--- config.mk ---
export PLATFORM = sky130hd
export DESIGN_NAME = addr_bank_mapper
export DESIGN_NICKNAME = d
export VERILOG_FILES = /design/src/rtl/mapper_pkg.sv /design/src/rtl/mapper_decode.sv /design/src/rtl/mapper_state.sv /design/src/rtl/mapper_xlate.sv /design/src/rtl/addr_bank_mapper.sv
export SDC_FILE = /design/constraint.sdc
export NUM_CORES = 1
export LEC_CHECK = 0
export BUFFER_PORTS_ARGS = -buffer_cell sky130_fd_sc_hd__buf_2
export CAP_MARGIN = 20
export CORE_AREA = 3 3 52 54
export DETAILED_ROUTE_END_ITERATION = 10
export DIE_AREA = 0 0 55 57
export MAX_ROUTING_LAYER = met4
export PLACE_DENSITY = 0.86
export SYNTH_ARGS = -nofsm -noshare
export SYNTH_HDL_FRONTEND = slang
export SYNTH_SLANG_ARGS = --single-unit
--- constraint.sdc ---
create_clock -name clk -period 1.15 [get_ports clk]
set_input_delay 0.23 -clock clk [delete_from_list [all_inputs] [get_ports clk]]
set_output_delay 0.23 -clock clk [all_outputs]
set_load 0.03 [all_outputs]
--- src/rtl/mapper_pkg.sv ---
package mapper_pkg;
  // Bit positions inside the captured write address; the latch decodes them.
  localparam int MIRROR_BIT = 13;
  localparam int MODE_BIT   = 12;
  localparam int PAGE_LSB   = 7;
  localparam int HALF_BIT   = 6;
  localparam int EXT_BIT    = 14;
  localparam int WIN_BIT    = 15;

  typedef enum logic {MIR_VERT = 1'b0, MIR_HORZ = 1'b1} mirror_e;
  typedef enum logic {BANK_32K = 1'b0, BANK_16K = 1'b1} bank_mode_e;

  // Nametable line: vertical uses PPU A10, horizontal uses PPU A11.
  function automatic logic pick_a10(mirror_e m, logic a10, logic a11);
    return (m == MIR_HORZ) ? a11 : a10;
  endfunction

  // Program bank bit 14: live in 32 KB mode, latched half in 16 KB mode.
  function automatic logic pick_a14(bank_mode_e md, logic half, logic live);
    return (md == BANK_16K) ? half : live;
  endfunction
endpackage

--- src/rtl/mapper_decode.sv ---
module mapper_decode
  import mapper_pkg::*;
#(
  parameter int PAGE_BITS = 5,
  parameter int CHR_BITS  = 6,
  parameter bit WIDE_PRG  = 1'b0,
  localparam int PAGE_W   = PAGE_BITS + (WIDE_PRG ? 1 : 0)
) (
  input  logic [15:0]         wr_addr,
  output mirror_e             mir_d,
  output bank_mode_e          mode_d,
  output logic                half_d,
  output logic [PAGE_W-1:0]   page_d,
  output logic [CHR_BITS-1:0] chr_d
);
  assign mir_d  = mirror_e'(wr_addr[MIRROR_BIT]);
  assign mode_d = bank_mode_e'(wr_addr[MODE_BIT]);
  assign half_d = wr_addr[HALF_BIT];
  assign chr_d  = wr_addr[CHR_BITS-1:0];

  generate
    if (WIDE_PRG) begin : g_wide
      assign page_d = {wr_addr[EXT_BIT], wr_addr[PAGE_LSB +: PAGE_BITS]};
    end else begin : g_narrow
      assign page_d = wr_addr[PAGE_LSB +: PAGE_BITS];
    end
  endgenerate
endmodule

--- src/rtl/mapper_state.sv ---
module mapper_state
  import mapper_pkg::*;
#(
  parameter int PAGE_W   = 5,
  parameter int CHR_BITS = 6
) (
  input  logic                clk,
  input  logic                rst_n,
  input  logic                load,
  input  mirror_e             mir_d,
  input  bank_mode_e          mode_d,
  input  logic                half_d,
  input  logic [PAGE_W-1:0]   page_d,
  input  logic [CHR_BITS-1:0] chr_d,
  output mirror_e             mir_q,
  output bank_mode_e          mode_q,
  output logic                half_q,
  output logic [PAGE_W-1:0]   page_q,
  output logic [CHR_BITS-1:0] chr_q
);
  // Reset value equals the decode of a write to $8000.
  always_ff @(posedge clk or negedge rst_n) begin
    if (!rst_n) begin
      mir_q  <= MIR_VERT;
      mode_q <= BANK_32K;
      half_q <= 1'b0;
      page_q <= '0;
      chr_q  <= '0;
    end else if (load) begin
      mir_q  <= mir_d;
      mode_q <= mode_d;
      half_q <= half_d;
      page_q <= page_d;
      chr_q  <= chr_d;
    end
  end
endmodule

--- src/rtl/mapper_xlate.sv ---
module mapper_xlate
  import mapper_pkg::*;
#(
  parameter int PAGE_W   = 5,
  parameter int CHR_BITS = 6,
  localparam int PRG_AW  = PAGE_W + 15,
  localparam int CHR_AW  = CHR_BITS + 13
) (
  input  logic [14:0]         cpu_lo,
  input  logic [12:0]         ppu_a,
  input  mirror_e             mir_q,
  input  bank_mode_e          mode_q,
  input  logic                half_q,
  input  logic [PAGE_W-1:0]   page_q,
  input  logic [CHR_BITS-1:0] chr_q,
  output logic [PRG_AW-1:0]   prg_addr,
  output logic [CHR_AW-1:0]   chr_addr,
  output logic                vram_a10
);
  logic a14_sel;
  assign a14_sel  = pick_a14(mode_q, half_q, cpu_lo[14]);
  assign prg_addr = {page_q, a14_sel, cpu_lo[13:0]};
  assign chr_addr = {chr_q, ppu_a};
  assign vram_a10 = pick_a10(mir_q, ppu_a[10], ppu_a[11]);
endmodule

--- src/rtl/addr_bank_mapper.sv ---
module addr_bank_mapper
  import mapper_pkg::*;
#(
  parameter int PAGE_BITS = 5,
  parameter int CHR_BITS  = 6,
  parameter bit WIDE_PRG  = 1'b0,
  localparam int PAGE_W   = PAGE_BITS + (WIDE_PRG ? 1 : 0),
  localparam int PRG_AW   = PAGE_W + 15,
  localparam int CHR_AW   = CHR_BITS + 13
) (
  input  logic              clk,
  input  logic              rst_n,
  input  logic [15:0]       cpu_a,
  input  logic              cpu_rw,
  input  logic              cpu_wr_stb,
  input  logic [12:0]       ppu_a,
  output logic [PRG_AW-1:0] prg_addr,
  output logic [CHR_AW-1:0] chr_addr,
  output logic              vram_a10
);
  // Named event for the checker: a write into the upper window.
  logic load_ev;
  assign load_ev = cpu_wr_stb && !cpu_rw && cpu_a[WIN_BIT];

  mirror_e             mir_d, mir_q;
  bank_mode_e          mode_d, mode_q;
  logic                half_d, half_q;
  logic [PAGE_W-1:0]   page_d, page_q;
  logic [CHR_BITS-1:0] chr_d, chr_q;

  mapper_decode #(.PAGE_BITS(PAGE_BITS), .CHR_BITS(CHR_BITS), .WIDE_PRG(WIDE_PRG)) u_dec (
    .wr_addr(cpu_a), .mir_d(mir_d), .mode_d(mode_d), .half_d(half_d),
    .page_d(page_d), .chr_d(chr_d)
  );

  mapper_state #(.PAGE_W(PAGE_W), .CHR_BITS(CHR_BITS)) u_st (
    .clk(clk), .rst_n(rst_n), .load(load_ev),
    .mir_d(mir_d), .mode_d(mode_d), .half_d(half_d), .page_d(page_d), .chr_d(chr_d),
    .mir_q(mir_q), .mode_q(mode_q), .half_q(half_q), .page_q(page_q), .chr_q(chr_q)
  );

  mapper_xlate #(.PAGE_W(PAGE_W), .CHR_BITS(CHR_BITS)) u_xl (
    .cpu_lo(cpu_a[14:0]), .ppu_a(ppu_a),
    .mir_q(mir_q), .mode_q(mode_q), .half_q(half_q), .page_q(page_q), .chr_q(chr_q),
    .prg_addr(prg_addr), .chr_addr(chr_addr), .vram_a10(vram_a10)
  );
endmodule

==> impl_summary.md <==
Place
The number of buffers added on ports is 50. The placement-stage worst setup slack is -0.007219 ns. Summing all placed instances gives a cell area of 873.3 µm². Counting tap cells, the placed design contains a total of 109 instances. The routability-driven placement congestion ratio is 0.6476.

Hold path
The worst hold path class is input port to flop.

Critical path
The end of the worst register-to-register path is u_st.mir_q$_DFFE_PN0P_. Among cell families on the critical path, the largest total delay comes from flip-flops. Together, buffers and inverters on the worst path number 1.

The worst setup path is launched from a flop. The critical path runs through a total of 2 cells. The capturing element of the worst setup path is vram_a10. For the worst flop-to-flop path, the logic depth is 1. For this design, the slowest cell found on the critical path is sky130_fd_sc_hd__dfrtp_1. The type of the setup path with the least slack is flop to output pin. The reg-to-reg critical path startpoint is u_st.mir_q$_DFFE_PN0P_. For this run, the slowest stage of the critical path takes 0.40 ns. In this run the worst path has a maximum fanout of 2.

The launching instance or port of the critical path is u_st.mir_q$_DFFE_PN0P_. The signal on the critical path passes through mux2_4 > buf_6. For the worst setup path, the data required time is a little over 0.9 ns.

The setup check on the worst reg-to-reg path leaves a slack of 0.38 ns. The endpoint class of the critical path is an output pin. The data arrival time of the worst path is 1.12 ns.

Timing
On the final layout, the worst hold slack is 0.1937 ns. Setup repair after global routing could not meet its margin everywhere. The hold violation total from the final report is 0. Setup violations remaining at the end of the flow were counted as 2. For the final database, setup skew stands at 0 ns. The minimum period implied by the final worst setup slack is 1.346 ns. For this run, the top clock speed supported by timing is 0.7428 GHz. The max-slew violation total from the final report came to 0. Across all setup checks in the final design, the least slack found is -0.1963 ns. Summed over all failing endpoints, the final setup total negative slack is -0.3919 ns. The headroom to the max-slew limit is 0.7892. Dividing the final minimum period by the clock period gives 1.171. The measured slew at the worst slew-check pin is approximately 0.32 ns.

Layout
At the end of the flow the core is filled with cells to 0.4168. Across the whole layout, storage elements account for 350.3 µm². In the layout the commonest cells are sky130_fd_sc_hd__buf_2 (48), sky130_fd_sc_hd__dfrtp_1 (14), sky130_fd_sc_hd__mux2_4 (12). The count of non-filler cells in the finished layout is between 100 and 150. The repair_antennas step left the layout with diodes totalling 0. The final cell area excluding filler cells is 939.7 µm².

The number of filler cells placed in the layout is 231. The library cell used most frequently in the layout, excluding fill and tap cells, is sky130_fd_sc_hd__buf_2. Of the cells placed in the final design, the portion with a size suffix greater than 1 is 0.8256. The number of nets at the end of the flow is between 100 and 150. The area growth from synthesis to layout is 16.07%. The multi-input combinational cell area is 245.2 µm².

Synth
The mean area per synthesized cell is roughly 13 µm². The sequential-to-total area share from yosys stat is 0.4328. Of the post-synthesis cell area, the dominant cell type holds 0.4328. The total standard cell area after synthesis is 809.5 µm². Counting every net in the synthesized netlist gives slightly above 90.

After synthesis, the cell types taking the most area are sky130_fd_sc_hd__dfrtp_1 (43%), sky130_fd_sc_hd__buf_4 (26%), sky130_fd_sc_hd__mux2_4 (19%). Synthesis produced a netlist whose cell count is 60. The number of synthesized register bits is 14.

The count of synthesis-stage warnings from yosys is 0. The cell taking the most area after synthesis is sky130_fd_sc_hd__dfrtp_1. Synthesis instantiated 6 different standard cells from the library.

Clock network
The clock network latency to the later pin of the worst-skew pair is between 0.2 and 0.3 ns. The sink count of the clock tree is 14. The clock passes through at most 2 buffers.

The cell chosen for the clock root is sky130_fd_sc_hd__clkbuf_4. The post-CTS clock slew at the launch and capture registers of the worst setup and hold paths is 0.08 ns. In this run the number of H-tree levels came out at 1.

The buffer count from post-CTS setup fixing is 0. TritonCTS built the clock tree. The clock buffer count from CTS is 3.

Drt
The total iterations of the first detailed-routing run is 2. After the first detailed-routing iteration, the DRC count stood at 3. The vias after detailed routing is 488. The total length of routed wires is 1508 µm. The ratio of routed vias to standard cells is around 4.3.

The post-route antenna net violation count is 0. The DRC violation count after routing is 0. In the final routed layout, each cell accounts on average for 13.23 µm.

Floorplanning
The horizontal extent of the die is 55 µm. For this configuration, the core starts out at a cell density of 0.3590. The site row count is 17. The area of the die is 3135 µm². The die height is approximately 57 µm. The core area is approximately 2300 µm².

73 I/O pins were placed.

Run status
The final reports fail on setup timing. The flow ran to the end, but the final reports show violations.

Power
In this run the power density over the cells is 1683 nW/µm². The worst-case IR drop observed on VDD is 1129 µV. Of the total power, the share spent switching nets is 0.3477. For this design the total switching power over the nets is 549.9 µW. Of the total power, the clock network draws 0.219.

The share of total power dissipated in combinational logic is 0.379. The leakage component of the power is between 0.5 and 0.6 nW. Overall power consumption after layout is estimated at ~1.6 mW. The cell-internal power is 1.032 mW. The share of total power dissipated in sequential elements is 0.402.

Global routing
The pin count of the biggest net entering global routing is 15. The number of antenna violations at the first check in global routing was 0. The total routing resource utilization after global routing is 0.09963. The sum of overflow across all layers after global routing is 0.

The via count of the first global-routing pass is 520. The first-pass GRT wire length is 2145 µm.

Job
Across the run, the number of max-cap violations was 0.
## power by group through the flow
| stage | clock [mW] | combinational (mW) | sequential (mW) |
|---|---|---|---|
| after floorplan | 0 | 0.367 | 0.788 |
| after global placement | 0 | 0.567 | 0.636 |
| after detailed placement | 0 | 0.577 | 0.643 |
| after CTS | 0.370 | 0.602 | 0.637 |
| after global routing | 0.393 | 0.634 | 0.650 |
| final | 0.347 | 0.599 | 0.636 |
## layout make-up
| class | instances | area share |
|---|---|---|
| Timing Repair Buffer | 51 | 0.2903 |
| Tap cell | 28 | 0.03728 |
| Multi-Input combinational cell | 17 | 0.2610 |
| Sequential cell | 14 | 0.3728 |
| Clock buffer | 4 | 0.03862 |
## routing by layer
metal / track usage / part of all wire / wire [µm]
met1: 0.09446 / 0.36 / 540
met2: 0.1807 / 0.50 / 754
met3: 0.04700 / 0.14 / 208
met4: 0.01389 / 0.0033 / 5
met5: - / 0 / 0
## registers in the layout (all words and copies together), names as in the netlist
name and cells:
u_st.half_q 1, u_st.mir_q 1, u_st.mode_q 1, u_st.chr_q 6
u_st.page_q 5
## synth_stat cells
master	count
sky130_fd_sc_hd__nand3b_4	1
sky130_fd_sc_hd__buf_4	28
sky130_fd_sc_hd__dfrtp_1	14
sky130_fd_sc_hd__mux2_2	6
sky130_fd_sc_hd__mux2_4	10
sky130_fd_sc_hd__buf_6	1
## worst min-delay path by stage
stage,cells after the start,slack [ns],from,to
after global routing,2,0.18,cpu_a[11],u_st.page_q[4]$_DFFE_PN0P_
after global placement,1,0.14,rst_n,u_st.mode_q$_DFFE_PN0P_
final,2,0.19,cpu_a[5],u_st.chr_q[5]$_DFFE_PN0P_
after CTS,2,0.18,cpu_a[5],u_st.chr_q[5]$_DFFE_PN0P_
after detailed placement,1,0.15,rst_n,u_st.chr_q[1]$_DFFE_PN0P_
after floorplan,0,-0.07,rst_n,u_st.chr_q[0]$_DFFE_PN0P_
## logic make-up after synthesis
group	count (synthesis)	synth area share
buffers and inverters	29	0.2736
muxes	16	0.2689
DFF	14	0.4328
and+or+nand+nor	1	0.02473
## what timing repair did
item | 4_1_cts | 5_1_grt
gates resized for setup | 5 | 1
endpoints found under the hold margin | 14 | 0
hold buffers | 1 | 0
setup endpoints to repair | 2 | 2
No activity file was read; power rests on OpenSTA's default activity.
